File: config.mk
export PLATFORM = sky130hd
export DESIGN_NAME = iova_xlate
export DESIGN_NICKNAME = d
export VERILOG_FILES = /design/src/rtl/iova_pkg.sv /design/src/rtl/iova_regs.sv /design/src/rtl/iova_tlb.sv /design/src/rtl/iova_xlate.sv
export SDC_FILE = /design/constraint.sdc
export NUM_CORES = 2
export LEC_CHECK = 0
export ABC_CLOCK_PERIOD_IN_PS = 14700
export BUFFER_PORTS_ARGS = -buffer_cell sky130_fd_sc_hd__buf_2
export CORE_MARGIN = 2
export CORE_UTILIZATION = 50
export DETAILED_ROUTE_END_ITERATION = 10
export PLACE_DENSITY = 0.73
export SLEW_MARGIN = 20
export SYNTH_ARGS = -nofsm -noshare
export SYNTH_HDL_FRONTEND = slang
export SYNTH_SLANG_ARGS = --single-unit
File: constraint.sdc
create_clock -name clk -period 14.7 [get_ports clk]
set_input_delay 0 -clock clk [delete_from_list [all_inputs] [get_ports clk]]
set_output_delay 0 -clock clk [all_outputs]
set_load 0.005 [all_outputs]
File: src/rtl/iova_pkg.sv
// Shared constants and types of the I/O address translator.
// Assumes 64-bit registers and addresses; offsets are fixed by software use.
package iova_pkg;
    localparam int DW        = 64;
    localparam int REG_AW    = 12;
    localparam int PURGE_LW  = 6;
    localparam int ENTRY_VLD = 63;

    localparam logic [REG_AW-1:0] OFS_BASE  = 12'h300;
    localparam logic [REG_AW-1:0] OFS_MASK  = 12'h308;
    localparam logic [REG_AW-1:0] OFS_PURGE = 12'h310;
    localparam logic [REG_AW-1:0] OFS_CFG   = 12'h318;
    localparam logic [REG_AW-1:0] OFS_DIR   = 12'h320;

    typedef struct packed {
        logic          vld;
        logic [DW-1:0] vtag;
        logic [DW-1:0] ppage;
    } tlb_ent_t;

    typedef enum logic {ST_IDLE, ST_WAIT} xl_state_e;

    // Map the 2-bit page-size code to its (non-contiguous) shift.
    function automatic logic [4:0] page_shift(input logic [1:0] code);
        case (code)
            2'd0:    page_shift = 5'd12;
            2'd1:    page_shift = 5'd13;
            2'd2:    page_shift = 5'd14;
            default: page_shift = 5'd16;
        endcase
    endfunction
endpackage

File: src/rtl/iova_regs.sv
// Configuration registers of the translator.
// Holds window base/enable, mask, page-size code and directory pointer;
// decodes the purge word and raises single-cycle invalidate strobes.
// Assumes writes are single-cycle strobes; reads are combinational.
module iova_regs
    import iova_pkg::*;
(
    input  logic              clk,
    input  logic              rst_n,
    input  logic              wr_en,
    input  logic [REG_AW-1:0] addr,
    input  logic [DW-1:0]     wdata,
    output logic [DW-1:0]     rdata,
    output logic              xl_en,
    output logic [DW-1:0]     win_base,
    output logic [DW-1:0]     win_mask,
    output logic [1:0]        pg_code,
    output logic [DW-1:0]     dir_ptr,
    output logic              flush_all,
    output logic              purge_go,
    output logic [DW-1:0]     purge_base,
    output logic [PURGE_LW-1:0] purge_lg
);
    logic [DW-1:0] base_q;
    logic [DW-1:0] mask_q;
    logic [1:0]    code_q;
    logic [DW-1:0] dir_q;

    // Register update on write strobes.
    always_ff @(posedge clk) begin
        if (!rst_n) begin
            base_q <= '0;
            mask_q <= '0;
            code_q <= '0;
            dir_q  <= '0;
        end else if (wr_en) begin
            case (addr)
                OFS_BASE: base_q <= wdata;
                OFS_MASK: mask_q <= wdata;
                OFS_CFG:  code_q <= wdata[1:0];
                OFS_DIR:  dir_q  <= wdata;
                default: ;
            endcase
        end
    end

    // Read mux and invalidate strobes.
    always_comb begin
        case (addr)
            OFS_BASE: rdata = base_q;
            OFS_MASK: rdata = mask_q;
            OFS_CFG:  rdata = {{(DW-2){1'b0}}, code_q};
            OFS_DIR:  rdata = dir_q;
            default:  rdata = '0;
        endcase
        flush_all = wr_en && (addr == OFS_BASE || addr == OFS_MASK ||
                              addr == OFS_CFG  || addr == OFS_DIR);
        purge_go  = wr_en && (addr == OFS_PURGE);
    end

    assign xl_en      = base_q[0];
    assign win_base   = {base_q[DW-1:1], 1'b0};
    assign win_mask   = mask_q;
    assign pg_code    = code_q;
    assign dir_ptr    = dir_q;
    assign purge_lg   = wdata[PURGE_LW-1:0];
    assign purge_base = {wdata[DW-1:PURGE_LW], {PURGE_LW{1'b0}}};
endmodule

File: src/rtl/iova_tlb.sv
// Small fully associative translation cache with round-robin fill.
// Tags are page-aligned virtual addresses; the caller supplies the current
// page-offset mask. Flush clears all, purge clears entries overlapping a range.
// Assumes fill is never requested in a cycle that also invalidates.
module iova_tlb
    import iova_pkg::*;
#(
    parameter int ENTRIES = 4
) (
    input  logic                clk,
    input  logic                rst_n,
    input  logic [DW-1:0]       look_tag,
    input  logic [DW-1:0]       off_mask,
    output logic                hit,
    output logic [DW-1:0]       hit_ppage,
    input  logic                flush_all,
    input  logic                purge_go,
    input  logic [DW-1:0]       purge_base,
    input  logic [PURGE_LW-1:0] purge_lg,
    input  logic                fill_en,
    input  logic [DW-1:0]       fill_vtag,
    input  logic [DW-1:0]       fill_ppage
);
    localparam int RR_W = (ENTRIES > 1) ? $clog2(ENTRIES) : 1;

    tlb_ent_t         ent_q [ENTRIES];
    logic [RR_W-1:0]  rr_q;
    logic [ENTRIES-1:0] match;
    logic [ENTRIES-1:0] kill;
    logic [DW-1:0]    keep_mask;

    assign keep_mask = ~(((64'd1 << purge_lg) - 64'd1) | off_mask);

    for (genvar g = 0; g < ENTRIES; g++) begin : g_cmp
        assign match[g] = ent_q[g].vld && (ent_q[g].vtag == look_tag);
        assign kill[g]  = ent_q[g].vld &&
                          (((ent_q[g].vtag ^ purge_base) & keep_mask) == '0);
    end

    // Select the physical page of the matching entry.
    always_comb begin
        hit       = |match;
        hit_ppage = '0;
        for (int i = 0; i < ENTRIES; i++) begin
            if (match[i]) hit_ppage = hit_ppage | ent_q[i].ppage;
        end
    end

    // Entry storage: flush, range purge, or fill into the round-robin slot.
    always_ff @(posedge clk) begin
        if (!rst_n) begin
            for (int i = 0; i < ENTRIES; i++) ent_q[i] <= '0;
        end else begin
            for (int i = 0; i < ENTRIES; i++) begin
                if (flush_all)
                    ent_q[i].vld <= 1'b0;
                else if (purge_go && kill[i])
                    ent_q[i].vld <= 1'b0;
                else if (fill_en && rr_q == RR_W'(i))
                    ent_q[i] <= '{vld: 1'b1, vtag: fill_vtag, ppage: fill_ppage};
            end
        end
    end

    // Round-robin victim pointer advances on each fill.
    always_ff @(posedge clk) begin
        if (!rst_n)
            rr_q <= '0;
        else if (fill_en)
            rr_q <= (rr_q == RR_W'(ENTRIES - 1)) ? '0 : rr_q + 1'b1;
    end
endmodule

File: src/rtl/iova_xlate.sv
// I/O virtual address translator top.
// Accepts one request at a time; faults or TLB hits answer in the next cycle,
// misses fetch one 64-bit directory entry and answer after its return.
// Assumes mem_rsp_valid only arrives while a fetch is pending.
module iova_xlate
    import iova_pkg::*;
#(
    parameter int TLB_ENTRIES = 4
) (
    input  logic              clk,
    input  logic              rst_n,
    input  logic              reg_wr_en,
    input  logic [REG_AW-1:0] reg_addr,
    input  logic [DW-1:0]     reg_wdata,
    output logic [DW-1:0]     reg_rdata,
    input  logic              req_valid,
    output logic              req_ready,
    input  logic [DW-1:0]     req_addr,
    output logic              rsp_valid,
    output logic              rsp_fault,
    output logic [DW-1:0]     rsp_paddr,
    output logic              mem_req_valid,
    output logic [DW-1:0]     mem_req_addr,
    input  logic              mem_rsp_valid,
    input  logic [DW-1:0]     mem_rsp_data
);
    logic                xl_en, flush_all, purge_go, hit, fill_en, inval_now;
    logic [DW-1:0]       win_base, win_mask, dir_ptr, purge_base, hit_ppage;
    logic [1:0]          pg_code;
    logic [PURGE_LW-1:0] purge_lg;
    logic [4:0]          shift;
    logic [DW-1:0]       off_mask, look_tag, dir_idx, ent_page;
    logic                in_win, accept;
    xl_state_e           state_q;
    logic [DW-1:0]       pend_q;
    logic                fill_ok_q;

    iova_regs u_regs (
        .clk(clk), .rst_n(rst_n), .wr_en(reg_wr_en), .addr(reg_addr),
        .wdata(reg_wdata), .rdata(reg_rdata), .xl_en(xl_en),
        .win_base(win_base), .win_mask(win_mask), .pg_code(pg_code),
        .dir_ptr(dir_ptr), .flush_all(flush_all), .purge_go(purge_go),
        .purge_base(purge_base), .purge_lg(purge_lg)
    );

    assign shift     = page_shift(pg_code);
    assign off_mask  = (64'd1 << shift) - 64'd1;
    assign look_tag  = req_addr & ~off_mask;
    assign in_win    = xl_en && ((req_addr & win_mask) == win_base);
    assign dir_idx   = (req_addr - win_base) >> shift;
    assign accept    = req_valid && (state_q == ST_IDLE);
    assign req_ready = (state_q == ST_IDLE);
    assign inval_now = flush_all || purge_go;
    assign ent_page  = {1'b0, mem_rsp_data[ENTRY_VLD-1:0]} & ~off_mask;
    assign fill_en   = (state_q == ST_WAIT) && mem_rsp_valid &&
                       mem_rsp_data[ENTRY_VLD] && fill_ok_q && !inval_now;

    iova_tlb #(.ENTRIES(TLB_ENTRIES)) u_tlb (
        .clk(clk), .rst_n(rst_n), .look_tag(look_tag), .off_mask(off_mask),
        .hit(hit), .hit_ppage(hit_ppage), .flush_all(flush_all),
        .purge_go(purge_go), .purge_base(purge_base), .purge_lg(purge_lg),
        .fill_en(fill_en), .fill_vtag(pend_q & ~off_mask), .fill_ppage(ent_page)
    );

    // Request sequencing: answer faults and hits, or launch one fetch.
    always_ff @(posedge clk) begin
        if (!rst_n) begin
            state_q       <= ST_IDLE;
            pend_q        <= '0;
            fill_ok_q     <= 1'b0;
            rsp_valid     <= 1'b0;
            rsp_fault     <= 1'b0;
            rsp_paddr     <= '0;
            mem_req_valid <= 1'b0;
            mem_req_addr  <= '0;
        end else begin
            rsp_valid     <= 1'b0;
            mem_req_valid <= 1'b0;
            if (state_q == ST_IDLE) begin
                if (accept && !in_win) begin
                    rsp_valid <= 1'b1;
                    rsp_fault <= 1'b1;
                    rsp_paddr <= '0;
                end else if (accept && hit) begin
                    rsp_valid <= 1'b1;
                    rsp_fault <= 1'b0;
                    rsp_paddr <= (hit_ppage & ~off_mask) | (req_addr & off_mask);
                end else if (accept) begin
                    state_q       <= ST_WAIT;
                    pend_q        <= req_addr;
                    fill_ok_q     <= !inval_now;
                    mem_req_valid <= 1'b1;
                    mem_req_addr  <= dir_ptr + (dir_idx << 3);
                end
            end else begin
                if (inval_now) fill_ok_q <= 1'b0;
                if (mem_rsp_valid) begin
                    state_q   <= ST_IDLE;
                    rsp_valid <= 1'b1;
                    rsp_fault <= !mem_rsp_data[ENTRY_VLD];
                    rsp_paddr <= mem_rsp_data[ENTRY_VLD] ?
                                 (ent_page | (pend_q & off_mask)) : '0;
                end
            end
        end
    end
endmodule

==> out/results.tsv <==
metric	value	unit
Setup WS pre-CTS	7720	ps
Clock Skew	58.2	ps
Initial Utilization	0.504	
Core ar.	103000	µm²
sequential share of the synthesized area	0.432	
mapped cell area	52200	µm²
Routed Antenna Nets	0	
Num CTS Buffers	98	
post-CTS sizing	0	
Root Driver	clkbuf_16	
Synth Instances	5510	
Vias	46200	
RR Endpoint	rsp_fault$_SDFFE_PN0P_	
total congestion overflow	0	
nets	6203	
WL final	213000	µm
reg2reg start	u_regs.pg_code[0]$_SDFFE_PN0P_	
H-tree depth reported by CTS	3	
GP Congestion	1.04	
CTS Sinks	881	
worst skew pair latency	740	ps
CP delay by family, top	simple AND/OR/NAND/NOR gates	
RSZ-0062 raised after global routing	false	
Layout area overhead	15.3	%
first-pass GRT wire length	302000	µm
Worst slew margin	0.167	
WP buf/inv	5	
drc violations	0	
status	finished, final reports clean	
CP startpoint	u_regs.pg_code[0]$_SDFFE_PN0P_	
final setup fails	0	
Critical Path Sink Type	register	
sequential power share	0.442	
Die Span X	327	µm
Hold Vio Cnt, Final	0	
Max stage delay on crit path	900	ps
row count	118	
Worst Setup EP	rsp_fault$_SDFFE_PN0P_	
share of cells above drive strength 1	0.118	
io pins	405	
Setup WS post-layout	7040	ps
mean routed wirelength per cell	29.1	µm
via/cell ratio	6.30	
Logic pwr share	0.134	
critical path peak fanout	79	
largest net degree at the start of global routing	116	
CP Depth	16	
CTS tree	done	
commonest non-fill, non-tap cells in the layout	790 x nand2_1, 488 x edfxtp_1, 398 x buf_2, 391 x dfxtp_1, 389 x and2_1	
Slew @ Worst Pin	1240	ps
yosys warns	0	
CP max-delay cell	or4b_1	
required time of the worst setup path	15320	ps
FF-to-FF path depth	16	
worst path arrival time	8270	ps
Setup CP Type	register to register	
Longest Clk Path Bufs	3	
Final HPWL DP	155000	µm
Synth async-reset ratio	0	
Distinct cells, synth	97	
DRT iter0 DRCs	6512	
initial antenna violation count	15	
Sw Share	0.276	
Cell Pwr Density	102	nW/µm²
Final period util	0.521	
switching power	1700	µW
flop-to-flop setup slack	7040	ps
clock share of power	0.424	
prevailing post-synth register cell	edfxtp_1	
startpoint types	register	
router iterations before antenna repair	10	
commonest non-fill, non-tap cell in the layout	nand2_1	
hold slack	131	ps
worst path cell trace	buf_4 -> nand2_1 -> nand2_1 -> xnor2_1 -> nor4_1 -> and4_4 -> nor2_1 -> or4b_1 -> nand2_1 -> o21ai_4 -> buf_4 -> buf_4 -> o211ai_1 -> dlygate4sd3_1 -> o211a_1 -> dlygate4sd3_1	
clock-pin slew on the worst setup and hold paths	70	ps
Slew Limit Fails	0	
die span in y	327	µm
Buffers on Ports	398	
Mean Syn Cell Area	9.47	µm²
LEAKAGE	0.0231	µW
Internal Power	4450	µW
Post-synth EDFFs	488	
FF+latch count, synth	881	
vias in the first global route	43600	
max frequency	131	MHz
Max Cap Viol	0	
maximum VDD drop	0.000106	V
Final min period	7660	ps
HP Class	primary input to register	
Die Footprint	107000	µm²
setup total negative slack	0	ps
gr usage total	0.386	
fill count	8944	
timing repair:
item / 4_1_cts / 5_1_grt
endpoints found under the setup margin: 0 / 0
hold endpoints to repair: 540 / 0
hold buffers: 196 / 0
setup buffers: 0 / 0
worst min-delay path by stage:
stage	end	cells after the start	from	slack, ps
finish	u_regs.win_mask[7]$_SDFFE_PN0P_	4	reg_wdata[7]	130
global route	u_regs.dir_ptr[7]$_SDFFE_PN0P_	4	reg_wdata[7]	130
detailed placement	u_regs.win_mask[9]$_SDFFE_PN0P_	3	reg_wdata[9]	290
floorplan	reg_rdata[0]	2	reg_addr[3]	140
global placement	u_regs.win_mask[7]$_SDFFE_PN0P_	3	reg_wdata[7]	280
CTS	u_regs.win_mask[7]$_SDFFE_PN0P_	4	reg_wdata[7]	100
registers in the layout, summed over array words and instances, names as in the netlist, 2 cells and up:
name / cells
u_regs.base_q: 64
u_tlb.rr_q: 2
u_regs.win_mask: 64
u_regs.dir_ptr: 64
u_regs.pg_code: 2
pend_q: 64
u_tlb.ent_q: 488
rsp_paddr: 64
mem_req_addr: 64
cell type report:
type                       count  area (µm²)  area share
antenna                        7        17.5    0.000291
timing repair buffer         649        4370      0.0727
tap                         1380        1730      0.0287
clock inverter                40         611      0.0102
sequential                   881       22500       0.375
inverter                     169         644      0.0107
multi-input combinational   4066       27400       0.456
clock buffer                 143        2800      0.0466
through the flow:
stage          cells  total power, µW  instance area (µm²)   util
3_5_place_dp    6949             3510                54700  0.529
6_report        7335             6140                60100  0.581
2_1_floorplan   5544             3210                52300      -
5_1_grt         7331             6270                60100  0.581
4_1_cts         7328             6120                60100  0.581
3_3_place_gp    6948             3510                54700  0.529
cells in the mapped netlist (38+ instances only):
cell type,instances,share of area
nand2_1,797,0.057
edfxtp_1,488,0.28
and2_1,393,0.047
dfxtp_1,393,0.15
clkbuf_1,313,0.023
xnor2_1,302,0.051
xor2_1,300,0.050
a21oi_1,243,0.023
nor2_1,234,0.017
a21boi_0,204,0.029
a22oi_1,168,0.024
inv_1,166,0.012
o21ai_0,139,0.013
nor2b_1,129,0.015
ha_1,128,0.031
mux2i_1,122,0.023
a222oi_1,81,0.016
nand4_1,73,0.0088
a21o_1,68,0.0098
nor4_1,56,0.0067
o211a_1,54,0.010
buf_2,53,0.0051
nand3_1,42,0.0040
mux4_2,38,0.016
nor3_1,38,0.0036
power by group through the flow:
| stage | combinational, µW | sequential [µW] | clock [µW] |
|---|---|---|---|
| 2_1_floorplan | 454 | 2760 | 0 |
| 3_3_place_gp | 746 | 2760 | 0 |
| 3_5_place_dp | 745 | 2770 | 0 |
| 4_1_cts | 791 | 2710 | 2610 |
| 5_1_grt | 853 | 2720 | 2700 |
| 6_report | 825 | 2720 | 2600 |
worst reg2reg max path: cells and delay by family, from the launching register on:
kind                      cells  cell delay [ps]
DFF                           1              520
AOI/OAI and AO/OA             3              460
buffers and inverters         5             3000
xor gates and xnor gates      1              100
and+or+nand+nor               7             3460
cells by family after synthesis:
logic type	Yosys count	synth area share
AND/OR/NAND/NOR	1865	0.175
XOR/XNOR	602	0.101
flip-flops	881	0.432
other	2	0.000144
AO/OA/AOI/OAI	1266	0.173
adder cells (fa/ha/maj)	134	0.0320
multiplexers	163	0.0405
buffers and inverters	597	0.0469
metal layers:
metal  global-route usage  vias to the layer above  share of wire
li1                     -                    20200              -
met2                0.607                     2804           0.45
met5                    0                        -        0.00018
met1                0.511                    22700           0.39
met4                0.204                        6          0.060
met3               0.0635                      509           0.10
(Power assumes the default switching activity.)
